==> config.mk <==
export PLATFORM = sky130hd
export DESIGN_NAME = cascade_counter
export DESIGN_NICKNAME = d
export VERILOG_FILES = /design/src/rtl/ctr_pkg.sv /design/src/rtl/ctr_mode_dec.sv /design/src/rtl/ctr_term_detect.sv /design/src/rtl/ctr_stage.sv /design/src/rtl/cascade_counter.sv
export SDC_FILE = /design/constraint.sdc
export NUM_CORES = 1
export LEC_CHECK = 0
export ABC_AREA = 1
export ABC_CLOCK_PERIOD_IN_PS = 1500
export BUFFER_PORTS_ARGS = -buffer_cell sky130_fd_sc_hd__buf_2
export CAP_MARGIN = 10
export CORE_UTILIZATION = 46
export DETAILED_ROUTE_END_ITERATION = 16
export GPL_ROUTABILITY_DRIVEN = 0
export PLACE_DENSITY = 0.82
export SLEW_MARGIN = 20
export SYNTH_ARGS = -nofsm -noshare
export SYNTH_HDL_FRONTEND = slang
export SYNTH_SLANG_ARGS = --single-unit
==> constraint.sdc <==
create_clock -name clk -period 1.5 [get_ports clk]
set_input_delay 0 -clock clk [delete_from_list [all_inputs] [get_ports clk]]
set_output_delay 0 -clock clk [all_outputs]
set_load 0.01 [all_outputs]
==> src/rtl/ctr_pkg.sv <==
package ctr_pkg;

    localparam int NIB_W = 4;

    typedef enum logic [1:0] {
        MODE_HOLD  = 2'd0,
        MODE_COUNT = 2'd1,
        MODE_LOAD  = 2'd2
    } ctr_mode_e;

    typedef struct packed {
        logic load_n;
        logic en_par;
        logic en_trk;
    } ctr_ctl_t;

    // Load outranks count; count needs both enables.
    function automatic ctr_mode_e pick_mode(ctr_ctl_t c);
        if (!c.load_n)
            return MODE_LOAD;
        else if (c.en_par && c.en_trk)
            return MODE_COUNT;
        else
            return MODE_HOLD;
    endfunction

endpackage

==> src/rtl/ctr_mode_dec.sv <==
module ctr_mode_dec
    import ctr_pkg::*;
(
    input  ctr_ctl_t  ctl,
    output ctr_mode_e mode
);
    always_comb begin
        mode = pick_mode(ctl);
    end
endmodule

==> src/rtl/ctr_term_detect.sv <==
module ctr_term_detect #(
    parameter int W = 4
) (
    input  logic [W-1:0] state,
    input  logic         trickle,
    output logic         term
);
    localparam logic [W-1:0] TOP_VAL = '1;

    always_comb begin
        term = trickle && (state == TOP_VAL);
    end
endmodule

==> src/rtl/ctr_stage.sv <==
module ctr_stage
    import ctr_pkg::*;
#(
    parameter int W = ctr_pkg::NIB_W
) (
    input  logic         clk,
    input  logic         clr_n,
    input  ctr_ctl_t     ctl,
    input  logic [W-1:0] din,
    output logic [W-1:0] q,
    output logic         tc
);
    localparam logic [W-1:0] ONE = W'(1);

    ctr_mode_e    mode;
    logic [W-1:0] q_next;

    ctr_mode_dec u_dec (
        .ctl  (ctl),
        .mode (mode)
    );

    always_comb begin
        unique case (mode)
            MODE_LOAD:  q_next = din;
            MODE_COUNT: q_next = q + ONE;
            default:    q_next = q;
        endcase
    end

    always_ff @(posedge clk or negedge clr_n) begin
        if (!clr_n)
            q <= '0;
        else
            q <= q_next;
    end

    ctr_term_detect #(.W(W)) u_term (
        .state   (q),
        .trickle (ctl.en_trk),
        .term    (tc)
    );
endmodule

==> src/rtl/cascade_counter.sv <==
module cascade_counter
    import ctr_pkg::*;
#(
    parameter int STAGES = 3,
    parameter int W      = ctr_pkg::NIB_W
) (
    input  logic                  clk,
    input  logic                  clr_n,
    input  logic                  load_n,
    input  logic                  cnt_en,
    input  logic                  chain_en,
    input  logic [STAGES*W-1:0]   data_in,
    output logic [STAGES*W-1:0]   count_q,
    output logic [STAGES-1:0]     tc_vec,
    output logic                  carry_out
);
    localparam int TOTAL_W = STAGES * W;

    logic [STAGES:0] trk;

    assign trk[0] = chain_en;

    for (genvar i = 0; i < STAGES; i++) begin : g_stage
        ctr_ctl_t ctl;

        always_comb begin
            ctl.load_n = load_n;
            ctl.en_par = cnt_en;
            ctl.en_trk = trk[i];
        end

        ctr_stage #(.W(W)) u_stage (
            .clk   (clk),
            .clr_n (clr_n),
            .ctl   (ctl),
            .din   (data_in[i*W +: W]),
            .q     (count_q[i*W +: W]),
            .tc    (tc_vec[i])
        );

        assign trk[i+1] = tc_vec[i];
    end

    assign carry_out = trk[STAGES];

    logic unused_w;
    assign unused_w = (TOTAL_W == 0);
endmodule

==> results.yml, run 1 <==
status:
  run_status: "finished, violations left"
  failed_checks: "DRC, setup timing"
setup_path:
  critPathMaxFanout: 5
  reg2reg_depth: 8
  critPathCaptureType: "primary output"
  start_kind: "register"
  cp.arrival_ps: 1500
  worstSetupPathType: "reg -> out"
  required_ps: 1500
sta:
  period_needed_ps: 1503
  clock.fmax_mhz: 665.4
  hold_viol: 0
  setup_viol: 2
  tns_ps: -5.401
  post-route-period-util_pct: 100.2
  tightest_slew_ps: 321.1
  max_slew_margin_pct: 78.60
  fin_ws_ps: -2.949
  rsz0062_at_grt: "true"
  hold_slack_ps: 33.86
  maxSlewViolCount: 0
  final.setup_skew_ps: 11.03
clock_tree:
  cts_tree: "built"
  cts.clk_slew.worst_paths_ps: 80
  cts_made_buffers: 3
  cts_buffer_depth: 2
  cts-root-buf: "clkbuf_4"
  clock_latency_ps: 290
  clock-sinks: 12
  cts_max_level: 1
place:
  dp_slack_ps: 146.6
  dp_cells: 146
  numPortBuffers: 32
  hpwlAfterDp_um: 1300
final_layout:
  layout_common_cells: "32 x buf_2, 28 x nand2_1, 24 x nand3_1"
  final-instance-count-excl-fill: 167
  syn_to_final_growth_pct: 45.70
  antennaDiodeCount: 0
  reg_top3: "g_stage.u_stage.q x12"
  nNetsFinal: 173
  drive_above_1_share_pct: 37.09
  final_common_cell: "buf_2"
  largest_register_ff_count: 12
  largest-register: "g_stage.u_stage.q"
floorplanning:
  fp.dieH_um: 43.33
  row_count: 14
  start_util_pct: 50.40
  io_pins: 33
  die_w_um: 43.33
  fp.coreArea_um2: 1559
  die_area_um2: 1877
route:
  firstDrtPassIters: 10
  wl_um: 2171
  drcViolationCount: 3
  vias: 897
  drt_iter0_drc: 43
  routedWlPerCell_um: 13.00
  vias_per_cell: 5.371
  antenna_left: 0
power:
  p_sw_uw: 276.6
  p_seq_share_pct: 46.5
  p_comb_share_pct: 28.9
  power.leakage_nw: 0.6403
  intPower_uw: 565.2
  swShare_pct: 32.86
  irDropWorstVdd_uv: 507.4
  pwr-share-clk_pct: 24.6
  power_density_nw_per_um2: 735.3
grt:
  grt_usage_pct: 22.46
  grt_max_degree: 16
  grt_pass1_wl_um: 3125
  grt_pass1_vias: 748
  antenna_found_initial: 0
  gr-total-overflow: 0
synthesis:
  yosysWarnings: 0
  synth_edf_count: 0
  synth.top_cell.area_share_pct: 38.22
  syn_area_um2: 785.8
  ys_types: 19
  synth_area_leaders: "dfrtp_1 38%, nand3_1 15%, nand2_1 14%"
  ys_seq_area_share_pct: 38.22
  synthFlopType: "dfrtp_1"
  yosys.area.top_type: "dfrtp_1"
  synthCells: 102
  synthArstFlopShare_pct: 100.0
  syn_nets: 122
  avgSynthCellArea_um2: 7.703
  ys_ff_latch: 12
run:
  max_cap_violations: 0
min_path:
  hp-class: "in -> reg"
  hold-path-cell-count: 4
[power by group through the flow]
stage	Clock, mW	Sequential [mW]	Combinational (mW)
after CTS	0.199	0.390	0.221
final	0.207	0.392	0.243
after global routing	0.222	0.396	0.270
after global placement	0	0.395	0.183
after detailed placement	0	0.398	0.188
after floorplan	0	0.409	0.0934
[area by class of cell]
class,instances,area (um^2)
repair buffers,50,325.3
flip-flops and latches,12,300.3
inverters,8,30.03
fillers,124,414.1
clock buffers,3,22.52
multi-input cells,78,446.7
well taps,16,20.02
[worst paths after layout]
| check | end | start | slack [ps] |
|---|---|---|---|
| max | carry_out | g_stage[1].u_stage.q[0] | -3 |
| min | g_stage[2].u_stage.q[3] | data_in[11] | 30 |
| max reg2reg | g_stage[2].u_stage.q[3] | g_stage[1].u_stage.q[0] | 50 |
| min reg2reg | g_stage[1].u_stage.q[3] | g_stage[1].u_stage.q[3] | 520 |
| max in group asynchronous | g_stage[2].u_stage.q[2] | clr_n | 1150 |
| min in group asynchronous | g_stage[1].u_stage.q[1] | clr_n | 120 |
[synth_stat cells (2+ instances only)]
library cell   n
dfrtp_1       12
nor2_1         5
nand2_1       30
nor2_8         2
or2_2          3
a21oi_1        2
inv_1          7
nand3_1       24
ha_1           3
buf_4          3
xor2_1         3
[through the flow]
| step | power [mW] | utilization, % | cell area [um^2] |
|---|---|---|---|
| after floorplan | 0.5019 | - | 785.8 |
| final | 0.8418 | 73.43 | 1145 |
| after global routing | 0.8874 | 73.43 | 1145 |
| after global placement | 0.5788 | 60.27 | 939.7 |
| after CTS | 0.8103 | 70.22 | 1095 |
| after detailed placement | 0.5858 | 60.27 | 939.7 |
[what timing repair did]
item	in CTS	in global routing
endpoints found under the hold margin	23	0
endpoints found under the setup margin	2	4
pin swaps	0	5
gates resized for setup	1	5
hold buffers	12	0
buffers inserted	1	5
[worst max-delay path, stage by stage, from the launching register on]
cell and delay, ps:
dfrtp_1 410, ha_2 210, nand2_2 90, nor2_4 180, nand2_2 80, nor2_2 110, buf_2 130
[cells by family after synthesis]
logic type | share of synthesized area [%]
AOI/OAI and AO/OA | 1.910
xor gates and xnor gates | 3.345
adders and majority gates | 4.778
buffers and inverters | 7.165
DFF | 38.22
and+or+nand+nor | 44.59
[routing by layer]
layer / global-route usage (%) / routed length (um) / vias to the layer above
met3: 2.500 / 100 / 7
met4: 11.88 / 54 / 0
li1: - / - / 429
met5: 0 / 0 / -
met1: 28.00 / 879 / 425
met2: 38.18 / 1137 / 36
Power figures use the tool's default switching activity.
==> inputs of run 2 (changes only) <==
Settings changed: BUFFER_PORTS_ARGS -buffer_cell sky130_fd_sc_hd__buf_2 to -buffer_cell sky130_fd_sc_hd__buf_4.
==> run 2 against run 1 <==
The flow finishes with violations (DRC). Maximum frequency increased by 4.2%. Clock skew decreased by 8.0 ps. Non-clock buffer count increased by 2. Clock power decreased by 5%. Clock-buffer cell count unchanged. Combinational power increased by 19%. Sequential power about the same. Largest cell class unchanged.
==> results.yml, run 2 (same netlist as run 1, synthesis figures left out) <==
status:
  run_status: "finished, violations left"
  failed_checks: "DRC"
min_path:
  hold_end: "g_stage[2].u_stage.q[0]"
  hp-class: "in -> reg"
  worstHoldStart: "load_n"
  hold-path-cell-count: 3
clock_tree:
  cts-root-buf: "clkbuf_4"
  cts_buffer_depth: 2
  cts_made_buffers: 3
  cts_max_level: 1
  clock_latency_ps: 270
  clock-sinks: 12
  cts.clk_slew.worst_paths_ps: 70
  cts_tree: "built"
route:
  vias_per_cell: 5.414
  wl_um: 2323
  routedWlPerCell_um: 13.75
  vias: 915
  firstDrtPassIters: 10
  drt_iter0_drc: 21
  drcViolationCount: 2
  antenna_left: 0
final_layout:
  multiInputGateArea_um2: 446.7
  final_core_util_pct: 79.53
  drive_above_1_share_pct: 37.91
  antennaDiodeCount: 0
  largest-register: "g_stage.u_stage.q"
  fillers: 105
  ff_latch_area_um2: 300.3
  largest_register_ff_count: 12
  nNetsFinal: 175
  syn_to_final_growth_pct: 57.80
  reg_top3: "g_stage.u_stage.q x12"
  final-instance-count-excl-fill: 169
  final_common_cell: "buf_4"
  layout_common_cells: "40 x buf_4, 28 x nand2_1, 24 x nand3_1"
grt:
  antenna_found_initial: 0
  grt_pass1_vias: 845
  gr-total-overflow: 0
  grt_pass1_wl_um: 3512
  grt_max_degree: 16
  grt_usage_pct: 25.57
sta:
  tightest_slew_ps: 363.0
  period_needed_ps: 1442
  hold_viol: 0
  maxSlewViolCount: 0
  final.setup_skew_ps: 2.993
  max_slew_margin_pct: 75.80
  setup_viol: 0
  rsz0062_at_grt: "true"
  fin_ws_ps: 57.86
  clock.fmax_mhz: 693.4
  post-route-period-util_pct: 96.14
setup_path:
  critPathMaxFanout: 5
  required_ps: 1500
  critPathCaptureType: "primary output"
  cp.arrival_ps: 1440
  reg2reg_depth: 7
  reg2reg_from: "g_stage[1].u_stage.q[0]"
  start_kind: "register"
  worstSetupPathType: "reg -> out"
  timing.reg2reg.setup_slack_ps: 130
  worstReg2RegEnd: "g_stage[2].u_stage.q[3]"
place:
  dp_slack_ps: 115.9
  dp_cells: 146
  hpwlAfterDp_um: 1375
  numPortBuffers: 32
floorplanning:
  fp.coreArea_um2: 1559
  die_w_um: 43.33
  die_area_um2: 1877
  start_util_pct: 50.40
  fp.dieH_um: 43.33
  row_count: 14
  io_pins: 33
power:
  power.leakage_nw: 0.6717
  intPower_uw: 603.2
  p_seq_share_pct: 44.6
  swShare_pct: 31.33
  irDropWorstVdd_uv: 582.6
  pwr-share-clk_pct: 22.5
  p_comb_share_pct: 32.9
  p_sw_uw: 275.2
  power_density_nw_per_um2: 708.4
run:
  max_cap_violations: 0
## run 2: cell types whose count changed in the layout (fill, tap and decap cells not counted)
cell | before | now
buf_4 | 6 | 40
buf_2 | 32 | 0
## run 2: cell type report
cell class	instances	area share, %
inverter	8	2.422
timing repair buffer	52	33.91
sequential	12	24.22
multi-input combinational	78	36.02
tap	16	1.615
clock buffer	3	1.816
## run 2: worst max path at each step
stage,from,to,slack (ps),depth (start not counted)
2_1_floorplan,g_stage[1].u_stage.q[0],tc_vec[2],180,6
3_3_place_gp,g_stage[0].u_stage.q[0],g_stage[1].u_stage.q[2],160,6
3_5_place_dp,g_stage[0].u_stage.q[0],g_stage[1].u_stage.q[1],120,6
4_1_cts,g_stage[1].u_stage.q[0],carry_out,20,6
5_1_grt,g_stage[1].u_stage.q[1],tc_vec[2],-40,6
6_report,g_stage[1].u_stage.q[0],carry_out,60,6
## run 2: what timing repair did
action	in CTS	in global routing
setup buffers	2	6
endpoints found under the setup margin	2	3
hold buffers	12	0
pin swaps	0	4
hold endpoints to repair	23	0
resized for setup	1	5
## run 2: routing by layer
metal	track usage (%)	vias up	wire length (um)	share of wire, %
met2	41.82	45	1240	53
met3	7.500	11	155	6.7
li1	-	432	-	-
met4	15.63	0	62	2.7
met1	29.44	427	864	37
met5	0	-	0	0
## run 2: per-stage QoR
step / TNS, ps / hold WS, ps / total power [mW] / cell area (um^2)
CTS: 0 / 47.59 / 0.8446 / 1182
detailed placement: 0 / -151.3 / 0.6178 / 1020
finish: 0 / 44.14 / 0.8784 / 1240
global route: -76.90 / 40.77 / 0.9278 / 1240
floorplan: 0 / -295.6 / 0.5019 / 785.8
global placement: 0 / -151.3 / 0.6098 / 1020
## run 2: power by group through the flow
stage,clock [mW],sequential [mW],combinational (mW)
after CTS,0.195,0.390,0.259
after global routing,0.216,0.396,0.316
after global placement,0,0.397,0.212
after detailed placement,0,0.400,0.218
final,0.197,0.392,0.289
after floorplan,0,0.409,0.0934
## run 2: critical path, cell delays in order, from the launching register on
cell	delay (ps)
dfrtp_1	400
ha_2	200
nand2_2	70
nor2_4	180
nand2_2	80
nor2_2	100
buf_4	130
